**config.mk**
```make
export PLATFORM = sky130hd
export DESIGN_NAME = spi_fifo_irq
export DESIGN_NICKNAME = d
export VERILOG_FILES = /design/src/rtl/spi_fifo_irq.sv
export SDC_FILE = /design/constraint.sdc
export NUM_CORES = 1
export LEC_CHECK = 0
export BUFFER_PORTS_ARGS = -buffer_cell sky130_fd_sc_hd__buf_2
export CORE_ASPECT_RATIO = 1.5
export CORE_MARGIN = 4
export CORE_UTILIZATION = 55
export CTS_CLUSTER_SIZE = 16
export DETAILED_ROUTE_END_ITERATION = 10
export PLACE_DENSITY = 0.74
export RECOVER_POWER = 100
export SLEW_MARGIN = 20
export SYNTH_ARGS = -nofsm -noshare
export SYNTH_HDL_FRONTEND = slang
export SYNTH_SLANG_ARGS = --single-unit
```
**constraint.sdc**
```tcl
create_clock -name clk -period 12.3 [get_ports clk]
set_input_delay 1.23 -clock clk [delete_from_list [all_inputs] [get_ports clk]]
set_output_delay 1.23 -clock clk [all_outputs]
set_load 0.03 [all_outputs]
```
**src/rtl/spi_fifo_irq.sv**
```systemverilog
module spi_fifo_irq #(
  parameter int DW     = 32,
  parameter int DEPTH  = 8,
  parameter int WM_RST = 4
) (
  input  logic          clk,
  input  logic          rst_n,
  input  logic          xfer_busy,
  input  logic          tx_push,
  input  logic [DW-1:0] tx_push_data,
  input  logic          tx_pop,
  output logic [DW-1:0] tx_pop_data,
  input  logic          rx_push,
  input  logic [DW-1:0] rx_push_data,
  input  logic          rx_pop,
  output logic [DW-1:0] rx_pop_data,
  input  logic          reg_wr,
  input  logic [2:0]    reg_addr,
  input  logic [7:0]    reg_wdata,
  output logic [7:0]    reg_rdata,
  output logic          irq
);
  localparam int AW = (DEPTH > 1) ? $clog2(DEPTH) : 1;
  localparam int LW = $clog2(DEPTH + 1);
  localparam logic [7:0] COND_RST = 8'h24;

  // index 0 = transmit, index 1 = receive
  logic [1:0]    push, pop, f_empty, f_half, f_full, ovf, unf;
  logic [DW-1:0] pdata [2];
  logic [DW-1:0] qdata [2];
  logic [LW-1:0] lvl   [2];
  logic [LW-1:0] wm    [2];

  assign push     = {rx_push, tx_push};
  assign pop      = {rx_pop, tx_pop};
  assign pdata[0] = tx_push_data;
  assign pdata[1] = rx_push_data;
  assign tx_pop_data = qdata[0];
  assign rx_pop_data = qdata[1];

  for (genvar g = 0; g < 2; g++) begin : g_fifo
    logic [DW-1:0] mem [DEPTH];
    logic [AW-1:0] wp, rp;
    logic [LW-1:0] cnt;
    logic          do_push, do_pop;

    assign do_push = push[g] & ~f_full[g];
    assign do_pop  = pop[g] & ~f_empty[g];

    always_ff @(posedge clk)
      if (do_push) mem[wp] <= pdata[g];

    always_ff @(posedge clk) begin
      if (!rst_n) begin
        wp  <= '0;
        rp  <= '0;
        cnt <= '0;
      end else begin
        if (do_push) wp <= (wp == AW'(DEPTH - 1)) ? '0 : wp + 1'b1;
        if (do_pop)  rp <= (rp == AW'(DEPTH - 1)) ? '0 : rp + 1'b1;
        cnt <= cnt + LW'(do_push) - LW'(do_pop);
      end
    end

    assign lvl[g]     = cnt;
    assign qdata[g]   = mem[rp];
    assign f_empty[g] = (cnt == '0);
    assign f_full[g]  = (cnt == LW'(DEPTH));
    assign f_half[g]  = (cnt >= wm[g]);
    assign ovf[g]     = push[g] & f_full[g];
    assign unf[g]     = pop[g] & f_empty[g];

    // level never exceeds the depth
    a_r4_level_bound: assert property (@(posedge clk) disable iff (!rst_n)
      cnt <= LW'(DEPTH));
    // a push into a full FIFO is dropped
    a_r4_no_overflow: assert property (@(posedge clk) disable iff (!rst_n)
      (push[g] && f_full[g] && !pop[g]) |=> f_full[g]);
    // a pop from an empty FIFO changes nothing
    a_r4_no_underflow: assert property (@(posedge clk) disable iff (!rst_n)
      (pop[g] && f_empty[g] && !push[g]) |=> f_empty[g]);
  end

  logic       err_q;
  logic [7:0] cond, prev, irq_st, irq_en, rise, clr;
  logic       wr_clr;

  always_ff @(posedge clk) begin
    if (!rst_n) err_q <= 1'b0;
    else        err_q <= |(ovf | unf);
  end

  assign cond = {f_full[1], f_half[1], f_empty[1],
                 f_full[0], f_half[0], f_empty[0], err_q, xfer_busy};
  assign rise   = cond & ~prev;
  assign wr_clr = reg_wr && (reg_addr == 3'd3);
  assign clr    = wr_clr ? reg_wdata : 8'h00;

  always_ff @(posedge clk) begin
    if (!rst_n) begin
      prev   <= COND_RST;
      irq_st <= '0;
      irq_en <= '0;
      wm[0]  <= LW'(WM_RST);
      wm[1]  <= LW'(WM_RST);
    end else begin
      prev   <= cond;
      irq_st <= (irq_st & ~clr) | rise;
      if (reg_wr && reg_addr == 3'd1) irq_en <= reg_wdata;
      if (reg_wr && reg_addr == 3'd4) wm[0] <= reg_wdata[LW-1:0];
      if (reg_wr && reg_addr == 3'd5) wm[1] <= reg_wdata[LW-1:0];
    end
  end

  assign irq = |(irq_st & irq_en);

  always_comb begin
    case (reg_addr)
      3'd0:    reg_rdata = cond;
      3'd1:    reg_rdata = irq_en;
      3'd2:    reg_rdata = irq_st;
      3'd4:    reg_rdata = 8'(wm[0]);
      3'd5:    reg_rdata = 8'(wm[1]);
      3'd6:    reg_rdata = 8'(lvl[0]);
      3'd7:    reg_rdata = 8'(lvl[1]);
      default: reg_rdata = 8'h00;
    endcase
  end

  // any overflow or underflow shows as the error bit next cycle
  a_r5_err_follows: assert property (@(posedge clk) disable iff (!rst_n)
    (|(ovf | unf)) |=> cond[1]);
  // the error bit never appears without a preceding fault
  a_r5_err_cause: assert property (@(posedge clk) disable iff (!rst_n)
    !(|(ovf | unf)) |=> !cond[1]);
  // a rising condition is recorded in the interrupt status
  a_r6_edge_sets: assert property (@(posedge clk) disable iff (!rst_n)
    (rise != 8'h00) |=> ((irq_st & $past(rise)) == $past(rise)));
  // a clear with no new event removes every bit written 1
  a_r7_clear: assert property (@(posedge clk) disable iff (!rst_n)
    (wr_clr && rise == 8'h00) |=> ((irq_st & $past(reg_wdata)) == 8'h00));
  // the interrupt output needs at least one enable
  a_r8_irq_enabled: assert property (@(posedge clk) disable iff (!rst_n)
    irq |-> (irq_en != 8'h00));
endmodule

```
* After elaboration in Yosys (flattened, before gate mapping)
Memory sizes are Yosys's and may differ from the RTL's. A register that Yosys moved wholly into a read port is not among the register bits.
Cells that the tools add are included.
** Word-level totals
- Bits of input ports :: 83
- Flip-flop bits (word level) :: 45
- Memory bits (writable) :: 520
- Memories kept :: 3
- Output and inout port bits :: 73
** Cells by class
- Bitwise gates (word level) :: 21
- Add/sub/neg operators :: 8
- $lt $le $gt $ge :: 2
- Equality and inequality tests :: 13
- Mux-type cells :: 23
- Reduce and logical (&&, ||, !) cells :: 9
** Memories
- g_fifo[0].mem :: words 8, width 32, rd ports 1, clocked after Yosys merged registers in 1, wr ports 1, RTL line 42 : logic [DW-1:0] mem [DEPTH];
- g_fifo[1].mem :: words 8, width 32, rd ports 1, clocked after Yosys merged registers in 1, wr ports 1, RTL line 42
- wm :: words 2, width 4, rd ports 2, clocked after Yosys merged registers in 0, wr ports 2, RTL line 32 : logic [LW-1:0] wm [2];
** Operator list (number)
- case mux 8 bit (7 select lines) :: 1
- AND 8 bit :: 3
- equality test 3 bit (second input constant) :: 8
- 2-to-1 mux 3 bit :: 8
- inverter 8 bit :: 2
- adder 3 x 1 -> 3 bit (second input constant) :: 4
- 2-to-1 mux 1 bit :: 11
- adder 4 x 1 -> 4 bit :: 2
- AND 1 bit :: 8
- equality test 4 bit (second input constant) :: 2
- >= comparator 4 bit :: 2
- zero test 4 bit :: 2
- 2-to-1 mux 4 bit :: 2
- 2-to-1 mux 8 bit :: 1
- bitwise OR 8 bit :: 1
- OR reduction 8 bit :: 1
- subtractor 4 x 1 -> 4 bit :: 2
- equality test 3 x 2 -> 1 bit (second input constant) :: 2
- logical AND 1 bit :: 4
- inverter 1 bit :: 4
- equality test 3 x 1 -> 1 bit (second input constant) :: 1
- zero test 3 bit :: 1
- bitwise OR 1 bit :: 2
- bitwise OR 2 bit :: 1
- OR reduction 2 bit :: 1

* Longest topological paths before layout
- Depth in word-level cells :: 6
- Mapped depth :: 13
- Depth with buffers taken out :: 12

* Worst setup path after synthesis
OpenSTA, ideal clock, no wires.
- Path kind :: input to register
- Start point :: input tx_push
- End point :: memory g_fifo[0].mem[0][0] (enable)
- Stages on the path :: 2
- Setup slack :: 7.402 ns
- Setup time :: 0.501 ns
- Buffers on the path :: 0
- Arrival :: 4.397 ns
- Path through :: nand2_2 > nor4_1
** On the way
- Longest elaborated chain between the ends :: 3
** Ends and longest elaborated chain
- from (decl) :: RTL line 9 : input logic tx_push,
- AND 1 bit :: RTL line 47 : assign do_push = push[g] & ~f_full[g];
- 2-to-1 mux 1 bit :: RTL line 51 : if (do_push) mem[wp] <= pdata[g];
- 2-to-1 mux 1 bit (implied by the code) :: RTL line 51
- to (decl) :: RTL line 42
No other way between the ends.

==> flow_summary_export.csv <==
group,metric,value,unit
run_status,outcome,"complete, but fails checks",
run_status,violations,"capacitance limit, slew limit",
power,powerDensity,193,nW/um^2
yosys,synth-edff-count,520,
yosys,synth.most_common_cell,"edfxtp_1",
power,power_frac_comb,0.204,
yosys,avgSynthCellArea,20.8,um^2
timing,setup_viol,0,
clock_tree,cts_tree,"yes",
route,ant_nets,0,
clock_tree,clock_path_buffers,3,
grt,grt_max_degree,65,
critical_path,r2r-start,"g_fifo[1].cnt[2]",
critical_path,cp_num_buf_inv,2,
route,dr.first_iter.drc_count,746,
yosys,synth_area_leaders,"edfxtp_1 (69%), mux4_1 (10%), dfxtp_1 (4.5%)",
place,place_congestion,0.852,
hold_path,hold_depth,2,
grt,grt_first_pass_wirelength,64200,um
critical_path,r2r_cells,6,
timing,tns,0,ps
layout,nFillCells,2793,
yosys,synth_nets,1203,
floorplanning,start_util,0.560,
route,first_pass_iters,5,
timing,rsz0062_at_grt,"no",
power,ir_drop,0.130,mV
yosys,synth_seq_cells,571,
timing,hold_viol,0,
floorplanning,die_x,174,um
power,seq_power_share,0.473,
critical_path,critPathMaxStageDelay,3040,ps
floorplanning,io_pins,156,
power,p_sw_frac,0.270,
timing,fin_skew,23.5,ps
power,power,4.90,mW
critical_path,cp_common_cell,"clkbuf_1",
layout,multi_input_area,5600,um^2
yosys,synth_cells,1090,
yosys,synth-warning-count,0,
yosys,ys_top_cells_by_count,"edfxtp_1 (520), mux4_1 (87), mux2_2 (65)",
critical_path,cp_data_arrival_time,5720,ps
timing,maxSlewViolCount,688,
clock_tree,cts.clk_slew.worst_paths,60,ps
route,routed_wl,41600,um
layout,regArea,16600,um^2
yosys,ys_types,46,
hold_path,worstHoldStart,"g_fifo[1].rp[2]",
clock_tree,cts_setup_buffers,0,
critical_path,crit_type,"reg -> out",
clock_tree,cts.sinks,571,
floorplanning,row_count,90,
run,drv_cap,20,
critical_path,ff2ff_setup_slack,8310,ps
power,power.leakage,8.22,nW
critical_path,crit_fanout,58,
layout,stdcell_area,25400,um^2
route,viasPerCell,5.86,
route,drc,0,
route,wl_per_cell,22.9,um
clock_tree,clk_latency,580,ps
grt,grt_pass1_vias,11060,
critical_path,worstPathRequired,11070,ps
layout,fin_nets,1381,
floorplanning,die_h,256,um
power,power.share.clock,0.323,
timing,period_share,0.565,
yosys,ys_seq_area_frac,0.735,
layout,drive_gt1_frac,0.171,
yosys,yosys.area.top_type_share,0.690,
floorplanning,die_area,44500,um^2
critical_path,crit_chain,"clkbuf_1 > mux4_1 > mux2_2 > clkbuf_1",
layout,final_util,0.628,
layout,synthToLayoutAreaGrowth,12.2,%
clock_tree,cts_resized,0,
grt,track_usage,0.186,
yosys,synth_area,22600,um^2
route,dr_total_vias,10649,
timing,slew-limit-headroom,-1.87,
floorplanning,fp.coreArea,40400,um^2
critical_path,crit_family,"buffers and inverters",
clock_tree,cts_made_buffers,51,
yosys,ys.flop_type,"edfxtp_1",
critical_path,r2r_end,"g_fifo[1].mem[4][13]",
grt,antenna_found_initial,2,
place,place_ws,8520,ps
hold_path,hp-class,"reg -> reg",
place,dpl.hpwl,23800,um
place,io_buffers,155,
clock_tree,cts_root_buf,"clkbuf_16",
hold_path,whs_endpoint,"g_fifo[1].rp[2]",
critical_path,slowest_stage,"clkbuf_1",
timing,max_clock_freq,144,MHz
power,power_switching,1.32,mW
critical_path,crit_path_start_kind,"register",
clock_tree,htreeDepth,2,
grt,grt-ovfl-total,0,
timing,setup_slack,5350,ps
yosys,async_reset_ff_frac,0,
yosys,synth_area_leader_cell,"edfxtp_1",
place,place_area,24000,um^2
power,internal-power,3.58,mW
critical_path,endpoint_kind,"output port",
clock_tree,postCtsHoldBufs,0,
timing,fin_crit,6950,ps
timing,tightest_slew,4310,ps
tightest hold or removal path: stages, from the launching register on:
cell and delay [ps]:
dfxtp_1 320, nand2_1 50, a21oi_1 60
final cells by class:
type / count / share of cell area
Multi-Input combinational cell: 439 / 0.221
Clock inverter: 31 / 0.0134
Clock buffer: 63 / 0.0537
Antenna cell: 2 / 0.000197
Inverter: 27 / 0.00399
Tap cell: 506 / 0.0249
Timing Repair Buffer: 178 / 0.0277
Sequential cell: 571 / 0.656
power by group through the flow:
stage / logic [mW] / clock network [mW] / registers [mW]
detailed placement: 1.03 / 0 / 2.36
global route: 1.09 / 1.71 / 2.33
CTS: 1.04 / 1.62 / 2.32
floorplan: 0.801 / 0 / 2.33
global placement: 1.02 / 0 / 2.35
finish: 0.999 / 1.58 / 2.32
through the flow:
step | hold WS (ps) | cells
2_1_floorplan | 444 | 1090
3_3_place_gp | 457 | 1721
3_5_place_dp | 471 | 1721
4_1_cts | 482 | 1815
5_1_grt | 508 | 1815
6_report | 484 | 1817
cell families after synthesis:
kind of cell / after synthesis / synth area share
fa+ha+maj: 30 / 0.0173
flops: 571 / 0.735
mux: 207 / 0.180
simple gates: 136 / 0.0294
compound gates: 62 / 0.0176
buf+inv: 80 / 0.0186
xor+xnor: 4 / 0.00155
per-layer routing:
| layer | wire [um] | share of wire | track usage | vias to the layer above |
|---|---|---|---|---|
| li1 | - | - | - | 4865 |
| met1 | 16400 | 0.40 | 0.233 | 5485 |
| met2 | 22200 | 0.53 | 0.332 | 227 |
| met3 | 2010 | 0.048 | 0.0367 | 70 |
| met4 | 933 | 0.022 | 0.0511 | 2 |
| met5 | 20 | 0.00048 | 0 | - |
state kept, by name, indices dropped and copies added (netlist names), named ones only:
| name | flops |
|---|---|
| err_q | 1 |
| g_fifo.cnt | 8 |
| g_fifo.mem | 512 |
| g_fifo.rp | 6 |
| g_fifo.wp | 6 |
| irq_en | 8 |
| irq_st | 8 |
| prev | 8 |
| wm | 8 |
cells in the final DEF (no fill, tap or decap), types with 4 or more instances in the layout:
cell / instances
a21o_1: 5
a21oi_1: 26
a22oi_1: 5
and2_1: 7
buf_2: 20
bufinv_16: 5
clkbuf_1: 161
clkbuf_16: 51
clkinv_1: 5
clkinv_2: 9
clkinvlp_4: 6
dfxtp_1: 48
edfxtp_1: 520
ha_1: 28
inv_1: 27
mux2_2: 65
mux2i_1: 14
mux4_1: 87
mux4_2: 41
nand2_1: 35
nand2b_1: 11
nand3_1: 10
nor2_1: 37
nor3_1: 9
o21ai_0: 7
or3_1: 4
or3b_2: 4
worst max path at each step:
stage | slack (ps) | cells past startpoint | startpoint | endpoint
after CTS | 7970 | 4 | register | tx_pop_data[25]
after global placement | 8520 | 6 | reg_addr[0] | reg_rdata[3]
after global routing | 4810 | 4 | register | rx_pop_data[28]
after detailed placement | 8520 | 6 | reg_addr[2] | reg_rdata[1]
after floorplan | 7400 | 2 | tx_push | g_fifo[0].mem[0][0]
final | 5350 | 4 | register | rx_pop_data[28]
Power figures use the tool's default switching activity.
